<file path="src/rtl/i2c_eeprom_slave.sv">
module i2c_eeprom_slave #(
  parameter int AW = 11,
  parameter int PW = 4
) (
  input  logic          clk,
  input  logic          rst_n,
  input  logic          scl_i,
  input  logic          sda_i,
  output logic          sda_oe,
  input  logic [2:0]    cs_pins,
  input  logic          busy,
  output logic [AW-1:0] mem_addr,
  output logic [7:0]    mem_wdata,
  output logic          mem_we,
  input  logic [7:0]    mem_rdata,
  output logic          prog_start
);
  localparam int HI = AW - 8;

  typedef enum logic [2:0] {S_IDLE, S_CMD, S_ADDR, S_WDATA, S_RDATA, S_SKIP} st_t;

  logic [1:0] scl_s, sda_s;
  logic scl_q, sda_q;
  logic scl, sda, scl_rise, scl_fall, start_c, stop_c;
  st_t st;
  logic [3:0] bitcnt;
  logic ack_ph, mack, pend;
  logic [7:0] sr, tx;
  logic [AW-1:0] addr, waddr;
  logic sel;

  always_ff @(posedge clk or negedge rst_n) begin
    if (!rst_n) begin
      scl_s <= 2'b11;
      sda_s <= 2'b11;
      scl_q <= 1'b1;
      sda_q <= 1'b1;
    end else begin
      scl_s <= {scl_s[0], scl_i};
      sda_s <= {sda_s[0], sda_i};
      scl_q <= scl_s[1];
      sda_q <= sda_s[1];
    end
  end

  assign scl      = scl_s[1];
  assign sda      = sda_s[1];
  assign scl_rise = scl & ~scl_q;
  assign scl_fall = ~scl & scl_q;
  assign start_c  = scl & scl_q & sda_q & ~sda;
  assign stop_c   = scl & scl_q & ~sda_q & sda;

  assign sel = sr[7] & (sr[6] == cs_pins[2]) & (sr[5] == ~cs_pins[1]) & (sr[4] == cs_pins[0]);
  assign mem_addr = mem_we ? waddr : addr;

  always_ff @(posedge clk or negedge rst_n) begin
    if (!rst_n) begin
      st <= S_IDLE;
      bitcnt <= '0;
      ack_ph <= 1'b0;
      mack <= 1'b0;
      pend <= 1'b0;
      sr <= '0;
      tx <= '0;
      addr <= '0;
      waddr <= '0;
      sda_oe <= 1'b0;
      mem_we <= 1'b0;
      mem_wdata <= '0;
      prog_start <= 1'b0;
    end else begin
      mem_we <= 1'b0;
      prog_start <= 1'b0;
      if (start_c) begin
        st <= S_CMD;
        bitcnt <= '0;
        ack_ph <= 1'b0;
        sda_oe <= 1'b0;
        pend <= 1'b0;
      end else if (stop_c) begin
        st <= S_IDLE;
        bitcnt <= '0;
        ack_ph <= 1'b0;
        sda_oe <= 1'b0;
        prog_start <= pend;
        pend <= 1'b0;
      end else if (st != S_IDLE && st != S_SKIP) begin
        if (scl_rise) begin
          if (ack_ph) mack <= ~sda;
          else if (bitcnt != 4'd8) begin
            bitcnt <= bitcnt + 4'd1;
            if (st != S_RDATA) sr <= {sr[6:0], sda};
          end
        end else if (scl_fall) begin
          if (st == S_RDATA) begin
            if (ack_ph) begin
              ack_ph <= 1'b0;
              if (mack) begin
                // mack is also set by the engine's own command ack low level
                tx <= {mem_rdata[6:0], 1'b0};
                sda_oe <= ~mem_rdata[7];
                addr <= addr + 1'b1;
                bitcnt <= '0;
              end else begin
                sda_oe <= 1'b0;
                st <= S_SKIP;
              end
            end else if (bitcnt == 4'd8) begin
              sda_oe <= 1'b0;
              ack_ph <= 1'b1;
            end else begin
              sda_oe <= ~tx[7];
              tx <= {tx[6:0], 1'b0};
            end
          end else if (ack_ph) begin
            ack_ph <= 1'b0;
            sda_oe <= 1'b0;
            bitcnt <= '0;
          end else if (bitcnt == 4'd8) begin
            case (st)
              S_CMD: begin
                if (sel && !busy) begin
                  sda_oe <= 1'b1;
                  ack_ph <= 1'b1;
                  if (sr[0]) st <= S_RDATA;
                  else begin
                    addr[AW-1:8] <= sr[HI:1];
                    st <= S_ADDR;
                  end
                end else st <= S_SKIP;
              end
              S_ADDR: begin
                addr[7:0] <= sr;
                sda_oe <= 1'b1;
                ack_ph <= 1'b1;
                st <= S_WDATA;
              end
              S_WDATA: begin
                mem_we <= 1'b1;
                mem_wdata <= sr;
                waddr <= addr;
                addr[PW-1:0] <= addr[PW-1:0] + 1'b1;
                pend <= 1'b1;
                sda_oe <= 1'b1;
                ack_ph <= 1'b1;
              end
              default: st <= S_SKIP;
            endcase
          end
        end
      end
    end
  end

  assert_drive_low_phase_R2: assert property (@(posedge clk) disable iff (!rst_n)
    $rose(sda_oe) |-> !scl_s[1]);

  assert_skip_quiet_R3: assert property (@(posedge clk) disable iff (!rst_n)
    (st == S_SKIP) |-> !sda_oe);

  assert_page_bound_R5: assert property (@(posedge clk) disable iff (!rst_n)
    mem_we |-> (mem_addr[AW-1:PW] == addr[AW-1:PW]));

  assert_page_step_R5: assert property (@(posedge clk) disable iff (!rst_n)
    mem_we |-> (addr[PW-1:0] == mem_addr[PW-1:0] + 1'b1));

  assert_prog_idle_R6: assert property (@(posedge clk) disable iff (!rst_n)
    prog_start |-> (st == S_IDLE && !busy));

  assert_busy_nack_R9: assert property (@(posedge clk) disable iff (!rst_n)
    ($rose(sda_oe) && st != S_RDATA && $past(st) == S_CMD) |-> !$past(busy));
endmodule

</file>
<file path="config.mk">
export PLATFORM = sky130hd
export DESIGN_NAME = i2c_eeprom_slave
export DESIGN_NICKNAME = d
export VERILOG_FILES = /design/src/rtl/i2c_eeprom_slave.sv
export SDC_FILE = /design/constraint.sdc
export NUM_CORES = 1
export LEC_CHECK = 0
export ABC_AREA = 1
export BUFFER_PORTS_ARGS = -buffer_cell sky130_fd_sc_hd__buf_2
export CAP_MARGIN = 0
export CORE_MARGIN = 2
export CORE_UTILIZATION = 40
export CTS_CLUSTER_DIAMETER = 30
export DETAILED_ROUTE_END_ITERATION = 10
export SLEW_MARGIN = 20
export SYNTH_ARGS = -nofsm -noshare
export SYNTH_HDL_FRONTEND = slang
export SYNTH_SLANG_ARGS = --single-unit
</file>
<file path="constraint.sdc">
create_clock -name clk -period 3 [get_ports clk]
set_input_delay 0.3 -clock clk [delete_from_list [all_inputs] [get_ports clk]]
set_output_delay 0.3 -clock clk [all_outputs]
set_load 0.05 [all_outputs]
</file>
==> flow_summary_export.csv, run 1 <==
group,metric,value,unit
place,placed_area,3770,um^2
global_routing,grt_pass1_wl,12900,um
die,die_w,97.8,um
synth,synth_area_leaders,"dfrtp_1 (41%), nand2_1 (15%), o21ai_1 (5.1%)",
worst_setup_path,slowest_stage,"nand4_2",
layout,diodes,0,
layout,areaGrowthSynthToFinish,13.4,%
synth,ys_types,33,
sta,setup_viol,0,
worst_setup_path,crit_fanout,38,
power,total_power,0.00268,W
synth,synth_edf_count,0,
drt,routedWlPerCell,12.5,um
clocking,clockBufferDepth,2,
synth,synth_top_area_cell,"dfrtp_1",
worst_setup_path,worstPathRequired,3.21,ns
clocking,cts_root_buf,"clkbuf_8",
global_routing,grt_pass1_vias,2794,
worst_setup_path,worstPathCellList,"ha_1, nand3_2, nand2_4, inv_4, nand2_2, nor2_4, nand4_2, nand2_1, o21ai_2",
worst_setup_path,r2r-end,"mem_wdata[2]",
layout,fin_nets,503,
drt,antenna_left,0,
drt,initialDrtViolationCount,124,
layout,finalInstanceArea,3990,um^2
sta,fin_skew,0.00998,ns
clocking,postCtsSetupRepairBufs,0,
clocking,postCtsHoldBufs,0,
sta,max_freq,407,MHz
worst_setup_path,reg2reg_slack,0.54,ns
clocking,h-tree-depth,3,
worst_setup_path,start_kind,"flip-flop",
worst_setup_path,crit_family,"simple AND/OR/NAND/NOR gates",
worst_setup_path,crit_arrival,2.66,ns
drt,via_per_inst,4.94,
hold_path,hold_path_end,"scl_s[0]",
global_routing,grt_max_degree,65,
clocking,cts_buffers,9,
die,die_h,97.8,um
sta,slew_violations,0,
clocking,cts_resized,0,
power,power.leakage,1.95,nW
sta,finalSetupTns,0,ns
die,coreArea,8640,um^2
sta,rsz0062_at_grt,"false",
place,hpwl,5410,um
die,ios,38,
drt,postRouteWirelength,7440,um
synth,synth_top_area_share,41.2,%
hold_path,hold_start,"scl_i",
drt,drc,0,
sta,hold_violations,0,
global_routing,grtUsageTotal,16.5,%
sta,max_slew_margin,31.6,%
synth,synth_ff_type,"dfrtp_1",
synth,syn-num-nets,466,
worst_setup_path,critPathMaxStageDelay,0.76,ns
sta,tightest_slew,1.02,ns
synth,synth-seq-cells,64,
clocking,clock_sink_count,64,
worst_setup_path,endpoint_kind,"flip-flop",
power,peakVddDrop,0.000300,V
hold_path,hold_class,"in2reg",
drt,route.vias.total,2931,
place,dp_slack,0.496,ns
clocking,clkLatencyLatePin,0.34,ns
synth,ys_seq_area_share,45.7,%
worst_setup_path,reg2reg_from,"scl_s[1]",
worst_setup_path,path_buf_inv,1,
layout,drive_gt1_share,19.4,%
synth,synth.avg_cell_area,7.95,um^2
synth,async_flop_share,100,%
synth,yosysWarnings,0,
sta,setup_ws,0.544,ns
die,die-area,9570,um^2
synth,netlist_instances,443,
die,rows,34,
run,drv_cap,0,
synth,syn_area,3520,um^2
place,io_buffer_count,37,
sta,period_needed,2.46,ns
clocking,clkTransAtPathRegs,0.08,ns
global_routing,antenna_found_initial,0,
drt,drtPass1Iterations,4,
sta,worst_hold_slack,0.0550,ns
layout,final_cell_mix,"nand2_1 (140), dfrtp_1 (58), inv_1 (39)",
sta,period_share,81.9,%
clocking,cts_tree,"built",
global_routing,grt-ovfl-total,0,
worst_setup_path,r2r_cells,9,
outcome,status,"complete, no violations",
place,place_congestion,0.953,
power,p_per_area,672,nW/um^2
layout,mostFrequentLayoutCell,"nand2_1",
hold_path,hold_depth,1,
worst_setup_path,crit_type,"reg2reg",
die,start_util,40.8,%
[how the worst max path moves through the flow]
stage	from	end	slack [ns]	cells past startpoint
2_1_floorplan	mem_we	mem_addr[0]	0.77	2
3_3_place_gp	scl_s[1]	mem_wdata[3]	0.60	9
3_5_place_dp	scl_s[1]	mem_wdata[2]	0.50	9
4_1_cts	scl_s[1]	waddr[6]	0.47	8
5_1_grt	scl_s[1]	waddr[0]	0.28	8
6_report	scl_s[1]	mem_wdata[2]	0.54	9
[through the flow]
| step | std cells | utilization [%] |
|---|---|---|
| CTS | 593 | 46.2 |
| floorplan | 443 | - |
| global route | 593 | 46.2 |
| detailed placement | 577 | 43.7 |
| finish | 593 | 46.2 |
| global placement | 577 | 43.7 |
[sequential cells by signal (all words and copies together), names as in the netlist]
name / count
ack_ph: 1
addr: 11
bitcnt: 4
mack: 1
mem_wdata: 8
mem_we: 1
pend: 1
prog_start: 1
scl_q: 1
scl_s: 2
sda_oe: 1
sda_q: 1
sda_s: 2
sr: 8
st: 3
tx: 7
waddr: 11
[area by class of cell]
type	instances	area, um^2
clock buffers	9	124
clock inverters	7	96.3
fillers	880	4640
inverters	45	174
multi-input cells	322	1660
flip-flops and latches	64	1610
well taps	108	135
repair buffers	38	193
[per-layer routing]
metal / up-vias / track usage [%] / wire [um]
li1: 1519 / - / -
met1: 1344 / 21.2 / 3490
met2: 60 / 27.7 / 3520
met3: 8 / 2.93 / 313
met4: 0 / 6.62 / 112
met5: - / 0 / 0
[where the power goes]
part           total [W]  switching [W]  internal, W
clock network   0.000811       0.000343     0.000469
logic           0.000733       0.000494     0.000239
registers        0.00114       0.000134      0.00101
total            0.00268       0.000971      0.00171
[worst register-to-register path: stages, from the launching register on]
cell	delay [ns]
dfstp_2	0.39
ha_1	0.25
nand3_2	0.14
nand2_4	0.10
inv_4	0.11
nand2_2	0.08
nor2_4	0.10
nand4_2	0.76
nand2_1	0.34
o21ai_2	0.08
[cells by family after synthesis]
group                    after synthesis  synth area share (%)
AND/OR/NAND/NOR                      224                  28.8
AO/OA/AOI/OAI                         80                  12.9
flip-flops                            64                  45.7
buffers and inverters                 57                  7.10
adder cells (fa/ha/maj)                7                  2.49
multiplexers                           6                  1.71
XOR/XNOR                               5                  1.24
[cell usage after synthesis (3+ instances only)]
| cell | number |
|---|---|
| ha_1 | 7 |
| o21ai_0 | 24 |
| nand2_1 | 140 |
| o21ai_2 | 10 |
| a21oi_1 | 7 |
| o21ai_1 | 36 |
| nand2_4 | 4 |
| mux2i_1 | 6 |
| nand3_1 | 27 |
| nand2_2 | 3 |
| dfstp_2 | 6 |
| nand4_1 | 9 |
| xor2_1 | 4 |
| inv_2 | 4 |
| buf_2 | 7 |
| dfrtp_1 | 58 |
| buf_6 | 3 |
| nor2_1 | 28 |
| inv_1 | 39 |
Note: power is estimated with default switching activity, not from simulation.
==> run 2, diff against run 1 <==
--- a/config.mk
+++ b/config.mk
@@ -5,7 +5,7 @@
 export SDC_FILE = /design/constraint.sdc
 export NUM_CORES = 1
 export LEC_CHECK = 0
-export ABC_AREA = 1
+export ABC_AREA = 0
 export BUFFER_PORTS_ARGS = -buffer_cell sky130_fd_sc_hd__buf_2
 export CAP_MARGIN = 0
 export CORE_MARGIN = 2
==> constraint.sdc (replaced) <==
create_clock -name clk -period 2.6 [get_ports clk]
set_input_delay 0.26 -clock clk [delete_from_list [all_inputs] [get_ports clk]]
set_output_delay 0.26 -clock clk [all_outputs]
set_load 0.05 [all_outputs]
==> run 2 against run 1 <==
  * Global-route usage is 0.81 points higher
  * Maximum frequency rose by 9.0%
  * Critical path depth fell by 2
  * Clock skew is 0.0013 ns lower
  * Critical endpoint is now addr[6]
==> flow_summary_export.csv, run 2 <==
group,metric,value,unit
layout,seq_area,1610,um^2
die,start_util,41.3,%
power,power.leakage,1.83,nW
worst_setup_path,reg2reg_from,"scl_q",
place,place_congestion,0.842,
synth,synth_common_cells,"dfrtp_1 (58), mux2_2 (38), nand2_1 (23), o21ai_0 (20), nor2_1 (14)",
synth,async_flop_share,100,%
worst_setup_path,endpoint_kind,"flip-flop",
synth,yosysMostFrequentCell,"dfrtp_1",
synth,ys_seq_area_share,47.5,%
worst_setup_path,r2r_cells,7,
global_routing,grt_max_degree,37,
drt,drtPass1Iterations,4,
clocking,cts_tree,"built",
synth,synth-seq-cells,64,
layout,areaGrowthSynthToFinish,15.8,%
place,hpwl,5200,um
sta,worst_hold_slack,0.160,ns
worst_setup_path,crit_arrival,2.45,ns
sta,finalSetupTns,0,ns
drt,drc,0,
drt,initialDrtViolationCount,170,
die,ios,38,
sta,period_needed,2.25,ns
clocking,cts_root_buf,"clkbuf_8",
worst_setup_path,r2r-end,"addr[6]",
global_routing,grt_pass1_vias,2340,
clocking,clkLatencyLatePin,0.35,ns
clocking,h-tree-depth,3,
global_routing,antenna_found_initial,0,
place,io_buffer_count,37,
worst_setup_path,worstPathCellList,"inv_1, ha_1, nand2b_1, a221oi_4, o21ai_0, o21ai_0, o21ai_0",
worst_setup_path,reg2reg_slack,0.35,ns
die,die-area,9230,um^2
layout,final_cell_mix,"dfrtp_1 (58), mux2_2 (38), buf_2 (37)",
worst_setup_path,start_kind,"flip-flop",
die,die_w,96.1,um
worst_setup_path,crit_type,"reg2reg",
sta,tightest_slew,0.685,ns
die,coreArea,8220,um^2
drt,via_per_inst,5.44,
power,p_per_area,605,nW/um^2
layout,drive_gt1_share,32.9,%
synth,synth_top_area_share,42.8,%
worst_setup_path,worstSetupPathDepth,7,
worst_setup_path,crit_fanout,8,
layout,n_fill_cell,744,
worst_setup_path,worstSetupStartpoint,"scl_q",
synth,netlist_instances,302,
drt,postRouteWirelength,7270,um
worst_setup_path,crit_path_end,"addr[6]",
clocking,clock_sink_count,64,
worst_setup_path,critPathMaxStageDelay,0.56,ns
synth,synth_area_leaders,"dfrtp_1 (43%), mux2_2 (13%), dfstp_2 (4.7%)",
synth,synth_ff_type,"dfrtp_1",
clocking,postCtsSetupRepairBufs,0,
hold_path,hold_class,"in2reg",
die,die_h,96.1,um
sta,fin_skew,0.00868,ns
clocking,clockBufferDepth,2,
layout,top_regs,"addr: 11 flops, waddr: 11 flops",
clocking,postCtsHoldBufs,3,
synth,yosysWarnings,0,
worst_setup_path,cp_common_cell,"o21ai_0",
sta,max_slew_margin,54.3,%
drt,antenna_left,0,
run,drv_cap,0,
synth,syn-num-nets,325,
sta,period_share,86.7,%
sta,slew_violations,0,
sta,rsz0062_at_grt,"false",
layout,multiInputGateArea,1670,um^2
power,peakVddDrop,0.000357,V
drt,routedWlPerCell,16.0,um
layout,mostFrequentLayoutCell,"dfrtp_1",
sta,hold_violations,0,
global_routing,grt_pass1_wl,12000,um
worst_setup_path,slowest_stage,"dfstp_2",
worst_setup_path,path_buf_inv,1,
sta,max_freq,444,MHz
worst_setup_path,worstPathRequired,2.80,ns
power,total_power,0.00237,W
layout,diodes,0,
synth,synth.avg_cell_area,11.2,um^2
drt,route.vias.total,2477,
clocking,cts_buffers,9,
synth,synth_edf_count,0,
worst_setup_path,crit_family,"compound AO/OA/AOI/OAI gates",
synth,syn_area,3390,um^2
global_routing,grtUsageTotal,17.3,%
synth,synth_top_area_cell,"dfrtp_1",
global_routing,grt-ovfl-total,0,
outcome,status,"complete, no violations",
die,rows,33,
sta,setup_viol,0,
synth,ys_types,62,
layout,fin_nets,368,
clocking,cts_resized,0,
clocking,clkTransAtPathRegs,0.07,ns
[run 2: changes by cell type after synthesis, moves of 6 or more]
cell / delta
nand3_1: -16
clkbuf_1: +6
inv_1: -32
nor2_1: -14
a2bb2oi_1: +7
mux2_2: +38
nand4_1: -8
o21ai_2: -9
nand2_1: -117
o21ai_1: -31
[run 2: worst reg2reg max path: cells and delay by family (launching register included)]
kind / cells / cell delay (ns)
compound gates: 4 / 1.02
buf+inv: 1 / 0.05
fa+ha+maj: 1 / 0.27
flops: 1 / 0.56
simple gates: 1 / 0.23
[run 2: per-layer routing]
layer / up-vias / GRT usage (%) / part of all wire [%]
met3: 11 / 3.05 / 4.3
met1: 1208 / 25.7 / 50
met4: 0 / 8.57 / 2.2
li1: 1203 / - / -
met5: - / 0 / 0
met2: 55 / 24.1 / 43
[run 2: area by class of cell]
class | instances | area share [%]
multi-input combinational | 216 | 42.6
sequential | 64 | 41.0
timing repair buffer | 46 | 6.95
clock buffer | 14 | 4.40
tap | 105 | 3.35
clock inverter | 2 | 0.956
inverter | 8 | 0.765
[run 2: kinds of logic (layout without fill, tap and decap cells)]
family                     Yosys count  after routing  synth area share (%)
muxes                               47             47                  15.3
AOI/OAI and AO/OA                   71             71                  14.9
and+or+nand+nor                     86             86                  15.1
xor gates and xnor gates             5              5                  1.51
adders and majority gates            7              7                  2.58
buffers and inverters               22             70                  3.17
DFF                                 64             64                  47.5
[run 2: metrics by stage]
step	setup slack [ns]	cells	util, %	area, um^2
finish	0.346	455	47.8	3930
global route	0.104	455	47.8	3930
CTS	0.365	455	47.8	3930
detailed placement	0.398	436	44.9	3690
global placement	0.404	436	44.9	3690
floorplan	0.613	302	-	3390
[run 2: power breakdown]
group	switching, W	total (W)	internal (W)
logic	0.000147	0.000294	0.000147
clock network	0.000373	0.000895	0.000522
registers	0.000114	0.00118	0.00107
total	0.000634	0.00237	0.00174
[run 2: how the worst min path moves through the flow]
stage / startpoint / endpoint / slack, ns / cells past startpoint
CTS: mem_rdata[0] / tx[1] / 0.15 / 3
finish: mem_rdata[0] / tx[1] / 0.16 / 3
global placement: rst_n / tx[2] / 0.34 / 1
floorplan: rst_n / ack_ph / -0.04 / 0
global route: mem_rdata[0] / tx[1] / 0.20 / 3
detailed placement: rst_n / tx[2] / 0.34 / 1
